===== config.mk =====
export PLATFORM = sky130hd
export DESIGN_NAME = rstsrc_ctrl
export DESIGN_NICKNAME = d
export VERILOG_FILES = /design/src/rtl/rstsrc_pkg.sv /design/src/rtl/rstsrc_rst_sync.sv /design/src/rtl/rstsrc_regs.sv /design/src/rtl/rstsrc_qual.sv /design/src/rtl/rstsrc_sleep.sv /design/src/rtl/rstsrc_ctrl.sv
export SDC_FILE = /design/constraint.sdc
export NUM_CORES = 1
export LEC_CHECK = 0
export BUFFER_PORTS_ARGS = -buffer_cell sky130_fd_sc_hd__buf_2
export CAP_MARGIN = 20
export CORE_MARGIN = 3
export CORE_UTILIZATION = 25
export DETAILED_ROUTE_END_ITERATION = 10
export HOLD_SLACK_MARGIN = 0.02
export SLEW_MARGIN = 0
export SYNTH_ARGS = -nofsm -noshare
export SYNTH_HDL_FRONTEND = slang
export SYNTH_SLANG_ARGS = --single-unit

===== constraint.sdc =====
create_clock -name clk_i -period 0.8 [get_ports clk_i]
set_input_delay 0.04 -clock clk_i [delete_from_list [all_inputs] [get_ports clk_i]]
set_output_delay 0.04 -clock clk_i [all_outputs]
set_load 0.005 [all_outputs]

===== src/rtl/rstsrc_pkg.sv =====
package rstsrc_pkg;
  localparam int unsigned DATA_W   = 8;
  localparam int unsigned NUM_SRC  = 3;
  // register bit positions
  localparam int unsigned B_WDEN   = 0;
  localparam int unsigned B_BERREN = 1;
  localparam int unsigned B_PCFGEN = 2;
  localparam int unsigned B_UNLOCK = 3;
  localparam int unsigned B_SLEEP  = 4;
  // source indexes
  localparam int unsigned S_WDT    = 0;
  localparam int unsigned S_BERR   = 1;
  localparam int unsigned S_PORTA  = 2;

  typedef struct packed {
    logic unlock;
    logic pcfg_en;
    logic berr_en;
    logic wd_en;
  } ctl_t;
endpackage


===== src/rtl/rstsrc_rst_sync.sv =====
module rstsrc_rst_sync #(
  parameter int unsigned STAGES = 2
) (
  input  logic clk_i,
  input  logic rst_ni,
  output logic rst_sync_no
);
  logic [STAGES-1:0] sync_q;
  logic [STAGES-1:0] sync_d;

  always_comb begin
    sync_d = {sync_q[STAGES-2:0], 1'b1};
  end

  always_ff @(posedge clk_i or negedge rst_ni) begin
    if (!rst_ni) sync_q <= '0;
    else         sync_q <= sync_d;
  end

  assign rst_sync_no = sync_q[STAGES-1];
endmodule


===== src/rtl/rstsrc_regs.sv =====
module rstsrc_regs
  import rstsrc_pkg::*;
#(
  parameter int unsigned W = DATA_W
) (
  input  logic         clk_i,
  input  logic         rst_ni,
  input  logic         we_i,
  input  logic [W-1:0] wdata_i,
  output ctl_t         ctl_o,
  output logic [W-1:0] rdata_o
);
  ctl_t ctl_q, ctl_d;
  logic unused_wbits;

  assign unused_wbits = ^wdata_i[W-1:B_SLEEP];

  always_comb begin
    ctl_d         = ctl_q;
    ctl_d.wd_en   = ctl_q.wd_en | wdata_i[B_WDEN];
    ctl_d.berr_en = wdata_i[B_BERREN];
    ctl_d.pcfg_en = wdata_i[B_PCFGEN];
    ctl_d.unlock  = wdata_i[B_UNLOCK];
  end

  always_ff @(posedge clk_i or negedge rst_ni) begin
    if (!rst_ni)   ctl_q <= '0;
    else if (we_i) ctl_q <= ctl_d;
  end

  always_comb begin
    rdata_o           = '0;
    rdata_o[B_WDEN]   = ctl_q.wd_en;
    rdata_o[B_BERREN] = ctl_q.berr_en;
    rdata_o[B_PCFGEN] = ctl_q.pcfg_en;
    rdata_o[B_UNLOCK] = ctl_q.unlock;
  end

  assign ctl_o = ctl_q;

  AST_WDEN_STICKY: assert property (@(posedge clk_i) disable iff (!rst_ni)
    ctl_q.wd_en |=> ctl_q.wd_en);
  AST_HOLD_NO_WRITE: assert property (@(posedge clk_i) disable iff (!rst_ni)
    !we_i |=> $stable(rdata_o));
endmodule


===== src/rtl/rstsrc_qual.sv =====
module rstsrc_qual
  import rstsrc_pkg::*;
#(
  parameter int unsigned          N      = NUM_SRC,
  parameter logic [N-1:0]         ALWAYS = 3'b100
) (
  input  logic         clk_i,
  input  logic         rst_ni,
  input  logic [N-1:0] src_i,
  input  logic [N-1:0] en_i,
  input  logic         pcfg_en_i,
  output logic         sys_rst_o,
  output logic         pcfg_rst_o
);
  logic [N-1:0] hit;
  logic sys_d, pcfg_d, sys_q, pcfg_q;

  for (genvar i = 0; i < N; i++) begin : g_src
    if (ALWAYS[i]) begin : g_fixed
      assign hit[i] = src_i[i];
    end else begin : g_gated
      assign hit[i] = src_i[i] & en_i[i];
    end
  end

  always_comb begin
    sys_d  = |hit;
    pcfg_d = sys_d & pcfg_en_i;
  end

  always_ff @(posedge clk_i or negedge rst_ni) begin
    if (!rst_ni) begin
      sys_q  <= 1'b0;
      pcfg_q <= 1'b0;
    end else begin
      sys_q  <= sys_d;
      pcfg_q <= pcfg_d;
    end
  end

  assign sys_rst_o  = sys_q;
  assign pcfg_rst_o = pcfg_q;

  AST_PCFG_WITH_SYS: assert property (@(posedge clk_i) disable iff (!rst_ni)
    pcfg_rst_o |-> sys_rst_o);
endmodule


===== src/rtl/rstsrc_sleep.sv =====
module rstsrc_sleep (
  input  logic we_i,
  input  logic sleep_bit_i,
  input  logic unlock_q_i,
  output logic sleep_o
);
  always_comb begin
    sleep_o = we_i & sleep_bit_i & unlock_q_i;
  end
endmodule


===== src/rtl/rstsrc_ctrl.sv =====
module rstsrc_ctrl
  import rstsrc_pkg::*;
(
  input  logic              clk_i,
  input  logic              rst_ni,
  input  logic              cfg_we_i,
  input  logic [DATA_W-1:0] cfg_wdata_i,
  output logic [DATA_W-1:0] cfg_rdata_o,
  input  logic              wdt_expire_i,
  input  logic              bus_err_i,
  input  logic              porta_rst_i,
  output logic              sys_rst_o,
  output logic              pcfg_rst_o,
  output logic              sleep_o,
  output logic              wdt_en_o
);
  logic               rst_n;
  ctl_t               ctl;
  logic [NUM_SRC-1:0] src, en;

  rstsrc_rst_sync #(.STAGES(2)) u_sync (
    .clk_i(clk_i), .rst_ni(rst_ni), .rst_sync_no(rst_n)
  );

  rstsrc_regs #(.W(DATA_W)) u_regs (
    .clk_i(clk_i), .rst_ni(rst_n), .we_i(cfg_we_i),
    .wdata_i(cfg_wdata_i), .ctl_o(ctl), .rdata_o(cfg_rdata_o)
  );

  always_comb begin
    src          = '0;
    en           = '0;
    src[S_WDT]   = wdt_expire_i;
    src[S_BERR]  = bus_err_i;
    src[S_PORTA] = porta_rst_i;
    en[S_WDT]    = ctl.wd_en;
    en[S_BERR]   = ctl.berr_en;
  end

  rstsrc_qual #(.N(NUM_SRC), .ALWAYS(3'b100)) u_qual (
    .clk_i(clk_i), .rst_ni(rst_n), .src_i(src), .en_i(en),
    .pcfg_en_i(ctl.pcfg_en), .sys_rst_o(sys_rst_o), .pcfg_rst_o(pcfg_rst_o)
  );

  rstsrc_sleep u_sleep (
    .we_i(cfg_we_i), .sleep_bit_i(cfg_wdata_i[B_SLEEP]),
    .unlock_q_i(ctl.unlock), .sleep_o(sleep_o)
  );

  assign wdt_en_o = ctl.wd_en;

  AST_SLEEP_NEEDS_UNLOCK: assert property (@(posedge clk_i) disable iff (!rst_n)
    sleep_o |-> cfg_rdata_o[B_UNLOCK]);
  AST_SYS_QUALIFIED: assert property (@(posedge clk_i) disable iff (!rst_n)
    sys_rst_o |-> $past(porta_rst_i | (bus_err_i & cfg_rdata_o[B_BERREN])
                        | (wdt_expire_i & wdt_en_o)));
  AST_PCFG_GATED: assert property (@(posedge clk_i) disable iff (!rst_n)
    pcfg_rst_o |-> $past(cfg_rdata_o[B_PCFGEN]));
  AST_SLEEP_NEVER_READ: assert property (@(posedge clk_i) disable iff (!rst_n)
    $rose(sleep_o) |-> !cfg_rdata_o[B_SLEEP]);
endmodule


# Word level (Yosys, flattened, before mapping)

Cells that the tools add are included.

Bits in registers: 8
Input bits: 14
Output and inout bits: 12
Word-level logic and storage cells: 14

Bitwise gates (word level): 6
Reduce and logical (&&, ||, !) cells: 1

Operator list:

| operator           | number |
|---|---|
| 1-bit AND          | 5 |
| 3-bit OR reduction | 1 |
| 1-bit OR           | 1 |

# Depth between registers and ports, before layout

Depth in word-level cells: 3
Depth in mapped cells: 2
Gate-level depth less buffers: 2

# Cells and area by module

From an unflattened synthesis, not the netlist that was laid out.

Cells, all modules: 26
Area total of the unflattened synthesis: 336.6 µm²

Modules (own cells, without submodules):

| module          | instances | cells an instance | area an instance (µm²) | sequential area each (µm²) |
|---|---|---|---|---|
| rstsrc_regs     | 1         | 17                | 206.4                  | 100.1 |
| rstsrc_qual     | 1         | 4                 | 66.3                   | 50.0 |
| rstsrc_rst_sync | 1         | 3                 | 53.8                   | 50.0 |
| rstsrc_sleep    | 1         | 1                 | 6.3                    | 0.0 |
| rstsrc_ctrl     | 1         | 1                 | 3.8                    | 0.0 |

# Worst setup path before layout

No wires, ideal clock.

Kind: register to register
Start point: register u_regs.ctl_q (netlist bit u_regs.ctl_o[0])
End point: register u_qual.pcfg_q, in the netlist u_qual.pcfg_rst_o
Setup time: 0.119 ns
Arrival time: 0.862 ns
Data required time: 0.681 ns
Path slack: -0.182 ns
Cell stages (with the launch flop): 3
Buffers on the path: 0
Clock period less this slack: 0.982 ns
Cells stage by stage: dfrtp_1 -> a221o_1 -> and2_1

Longest elaborated chain between the ends: 3

RTL lines:

| item                     | RTL line          | text |
|---|---|---|
| start: declaration       | rstsrc_regs.sv:13 | `ctl_t ctl_q, ctl_d;` |
| start signal: assignment | rstsrc_regs.sv:28 | `else if (we_i) ctl_q <= ctl_d;` |
| 1-bit AND                | rstsrc_qual.sv:22 | `assign hit[i] = src_i[i] & en_i[i];` |
| 3-bit OR reduction       | rstsrc_qual.sv:27 | `sys_d = \|hit;` |
| via u_qual.sys_d         | rstsrc_qual.sv:16 | `logic sys_d, pcfg_d, sys_q, pcfg_q;` |
| 1-bit AND                | rstsrc_qual.sv:28 | `pcfg_d = sys_d & pcfg_en_i;` |
| via u_qual.pcfg_d        | rstsrc_qual.sv:16 |  |
| end signal: assignment   | rstsrc_qual.sv:37 | `pcfg_q <= pcfg_d;` |
| end: declaration         | rstsrc_qual.sv:16 |  |

The timed path passes the listed nets, and every way through them passes these cells.
A chain may end at the register's enable or synchronous reset.

# Worst setup path in the final report

Ends and elaborated chain as after synthesis.

==> run_summary.xml <==
<?xml version="1.0" encoding="UTF-8"?>
<metrics>
  <group name="die">
    <metric name="io-pin-count" unit="">26</metric>
    <metric name="floorplan.die.width" unit="um">42.0</metric>
    <metric name="effective_utilization_at_floorplan" unit="%">28.0</metric>
    <metric name="placement_rows" unit="">12</metric>
    <metric name="design.die.area" unit="um^2">1760</metric>
    <metric name="fp.coreArea" unit="um^2">1160</metric>
    <metric name="dieHeight" unit="um">42.0</metric>
  </group>
  <group name="clock_network">
    <metric name="clk_path_buf_depth" unit="">2</metric>
    <metric name="clock-sinks" unit="">8</metric>
    <metric name="clk_latency" unit="ns">0.25</metric>
    <metric name="cts-htree-levels" unit="">1</metric>
    <metric name="cts.root.buffer_cell" unit="">sky130_fd_sc_hd__clkbuf_4</metric>
    <metric name="cts.reportedPaths.clkPinSlew" unit="ns">0.06</metric>
    <metric name="cts_tree" unit="">built</metric>
    <metric name="cts_made_buffers" unit="">3</metric>
  </group>
  <group name="placement">
    <metric name="routabilityCongestion" unit="">0.694</metric>
    <metric name="place_ws" unit="ns">-0.131</metric>
    <metric name="io_buffer_count" unit="">18</metric>
    <metric name="numPlacedInstances" unit="">54</metric>
  </group>
  <group name="power_and_ir_drop">
    <metric name="powerDensity" unit="nW/um^2">1750</metric>
    <metric name="leakagePower" unit="nW">0.257</metric>
    <metric name="gate_power_share" unit="%">13.2</metric>
    <metric name="peakVddDrop" unit="uV">1180</metric>
    <metric name="intPower" unit="uW">681</metric>
    <metric name="clock_power_share" unit="%">35.1</metric>
    <metric name="seq_power_share" unit="%">51.7</metric>
    <metric name="netSwitchingPower" unit="uW">191</metric>
    <metric name="p_sw_share" unit="%">21.9</metric>
  </group>
  <group name="synthesis">
    <metric name="share_of_synthesized_registers_carrying_an_async_set_or_reset" unit="%">100</metric>
    <metric name="seq_area_frac_synth" unit="%">61.8</metric>
    <metric name="yosysWarningCount" unit="">0</metric>
    <metric name="postSynthRegisterBits" unit="">8</metric>
    <metric name="synth_area" unit="um^2">324</metric>
    <metric name="synthDominantCellAreaShare" unit="%">61.8</metric>
    <metric name="syn_avg_cell_area" unit="um^2">13.5</metric>
    <metric name="synth-edff-count" unit="">0</metric>
    <metric name="synthTopCellsByCount" unit="">sky130_fd_sc_hd__dfrtp_1 (8), sky130_fd_sc_hd__buf_4 (7), sky130_fd_sc_hd__mux2_2 (3), sky130_fd_sc_hd__conb_1 (2)</metric>
    <metric name="post-synth-top-count-cell" unit="">sky130_fd_sc_hd__dfrtp_1</metric>
    <metric name="synthesis.instances" unit="">24</metric>
    <metric name="cell_types_occupying_the_most_area_after_synthesis" unit="">sky130_fd_sc_hd__dfrtp_1 (62%), sky130_fd_sc_hd__buf_4 (16%), sky130_fd_sc_hd__mux2_2 (10%)</metric>
    <metric name="leading_register_cell_type_out_of_synthesis" unit="">sky130_fd_sc_hd__dfrtp_1</metric>
    <metric name="synth_top_area_cell" unit="">sky130_fd_sc_hd__dfrtp_1</metric>
    <metric name="synth.lib_cells_used.distinct" unit="">8</metric>
  </group>
  <group name="detailed_routing">
    <metric name="routed_via_density" unit="">3.98</metric>
    <metric name="route.antenna.remaining_nets" unit="">0</metric>
    <metric name="vias" unit="">247</metric>
    <metric name="detailedRoute.firstPassIterationCount" unit="">2</metric>
    <metric name="drt-initial-drc-count" unit="">1</metric>
    <metric name="remaining_drc_errors" unit="">0</metric>
    <metric name="finalWirelength" unit="um">665</metric>
    <metric name="wl_per_cell" unit="um">10.7</metric>
  </group>
  <group name="global_routing">
    <metric name="overflow" unit="">0</metric>
    <metric name="first_global_vias" unit="">235</metric>
    <metric name="antenna_violations_before_repair" unit="">0</metric>
    <metric name="maximum_number_of_pins_on_one_net_before_global_route_repair" unit="">7</metric>
    <metric name="grt_first_pass_wirelength" unit="um">993</metric>
    <metric name="gr-usage-all-layers" unit="%">8.50</metric>
  </group>
  <group name="worst_setup_path">
    <metric name="worstPathRequired" unit="ns">0.94</metric>
    <metric name="worstPathArrival" unit="ns">1.08</metric>
    <metric name="critical_path.endpoint_type" unit="">flip-flop</metric>
    <metric name="startpoint_type" unit="">flip-flop</metric>
    <metric name="worst_reg_to_reg_setup_slack" unit="ns">-0.13</metric>
    <metric name="critical_path.max_fanout" unit="">2</metric>
    <metric name="worstSetupPathType" unit="">reg2reg</metric>
  </group>
  <group name="layout">
    <metric name="final_cell_count_no_fill" unit="">62</metric>
    <metric name="fillers" unit="">109</metric>
    <metric name="area_delta_synth_final" unit="%">54.1</metric>
    <metric name="area_taken_by_multi_input_logic_gates" unit="um^2">86.3</metric>
    <metric name="final_nets" unit="">64</metric>
    <metric name="n_antenna_cell" unit="">0</metric>
    <metric name="register_area" unit="um^2">200</metric>
    <metric name="drive_above_1_share" unit="%">56.3</metric>
  </group>
  <group name="hold_path">
    <metric name="holdCritPathClass" unit="">in2reg</metric>
  </group>
  <group name="timing">
    <metric name="post-route-period-util" unit="%">117</metric>
    <metric name="grt_setup_unrepaired" unit="">yes</metric>
    <metric name="report.final.hold_viol_count" unit="">0</metric>
    <metric name="final-max-slew-violation-count" unit="">0</metric>
    <metric name="skew" unit="ns">0.00395</metric>
    <metric name="final_period_minus_worst_setup_slack" unit="ns">0.935</metric>
    <metric name="worst_path_setup_slack_after_routing" unit="ns">-0.135</metric>
    <metric name="hold_ws" unit="ns">0.00741</metric>
    <metric name="max_clock_freq" unit="GHz">1.07</metric>
    <metric name="setup_violations" unit="">10</metric>
  </group>
  <group name="run_status">
    <metric name="run_status" unit="">finished with violations</metric>
    <metric name="violated_checks" unit="">setup timing</metric>
  </group>
  <group name="job">
    <metric name="max_cap_violations" unit="">0</metric>
  </group>
</metrics>
cell usage in the layout (no fill, tap or decap), drive strengths merged:
cell | netlist | layout
clkbuf | 0 | 3
and2 | 1 | 1
a221o | 1 | 1
and3 | 1 | 1
dfrtp | 8 | 8
mux2 | 3 | 3
conb | 2 | 5
dlygate4sd3 | 0 | 4
a21o | 1 | 1
buf | 7 | 21
area by class of cell:
cell class              count  area share [%]
clock buffers               3            4.51
well taps                  14            3.51
repair buffers             25            34.6
flip-flops and latches      8            40.1
multi-input cells          12            17.3
power by group through the flow:
| stage | sequential (mW) | combinational (mW) | clock [mW] |
|---|---|---|---|
| after floorplan | 0.458 | 0.0593 | 0 |
| after global placement | 0.458 | 0.0968 | 0 |
| after detailed placement | 0.459 | 0.0983 | 0 |
| after CTS | 0.452 | 0.109 | 0.323 |
| after global routing | 0.457 | 0.128 | 0.361 |
| final | 0.451 | 0.115 | 0.306 |
final timing paths:
check | from | endpoint | cells past startpoint
worst max-delay path | u_regs.ctl_o[0] | u_qual.pcfg_rst_o | 2
worst min-delay path | porta_rst_i | u_qual.sys_rst_o | 2
worst max register to register | u_regs.ctl_o[0] | u_qual.pcfg_rst_o | 2
worst min register to register | u_sync.sync_q[1] | u_regs.ctl_o[2] | 0
max in group asynchronous | u_sync.sync_q[1] | u_regs.ctl_o[3] | 0
min in group asynchronous | u_sync.sync_q[1] | u_regs.ctl_o[2] | 0
worst max-delay path: stages (launching register included):
cell	delay, ns
sky130_fd_sc_hd__dfrtp_1	0.39
sky130_fd_sc_hd__a221o_1	0.31
sky130_fd_sc_hd__and2_1	0.14
kinds of logic (layout without fill, tap and decap cells):
family                 Yosys count  count (layout)  synth area share (%)
DFF                              8               8                  61.8
buffers and inverters            7              28                  16.2
muxes                            3               3                  10.4
other                            2               5                  2.32
AOI/OAI and AO/OA                2               2                  5.41
and+or+nand+nor                  2               2                  3.86
through the flow:
step	TNS, ns	cell area [um^2]	power [mW]	util (%)
CTS	-0.773	458	0.884	39.6
global placement	-0.178	405	0.555	35.1
detailed placement	-0.196	405	0.558	35.1
global route	-1.21	499	0.946	43.2
floorplan	-0.163	335	0.518	-
finish	-0.749	499	0.872	43.2
what timing repair did:
item / CTS / global route
pin swaps: 1 / 0
endpoints found under the hold margin: 5 / 2
hold buffers: 3 / 1
endpoints found under the setup margin: 9 / 12
buffers inserted: 0 / 1
resized for setup: 0 / 5
layer usage:
metal | GRT usage (%) | wire (um) | vias up
li1 | - | - | 117
met5 | 0 | 0 | -
met2 | 11.4 | 343 | 15
met3 | 5.15 | 69 | 0
met1 | 9.09 | 252 | 115
met4 | 7.69 | 0 | 0
state kept, by name (all words and copies together), names as in the netlist:
| signal | count |
|---|---|
| u_qual.pcfg_rst_o | 1 |
| u_qual.sys_rst_o | 1 |
| u_regs.ctl_o | 4 |
| u_sync.sync_q | 2 |
Power figures use the tool's default switching activity.
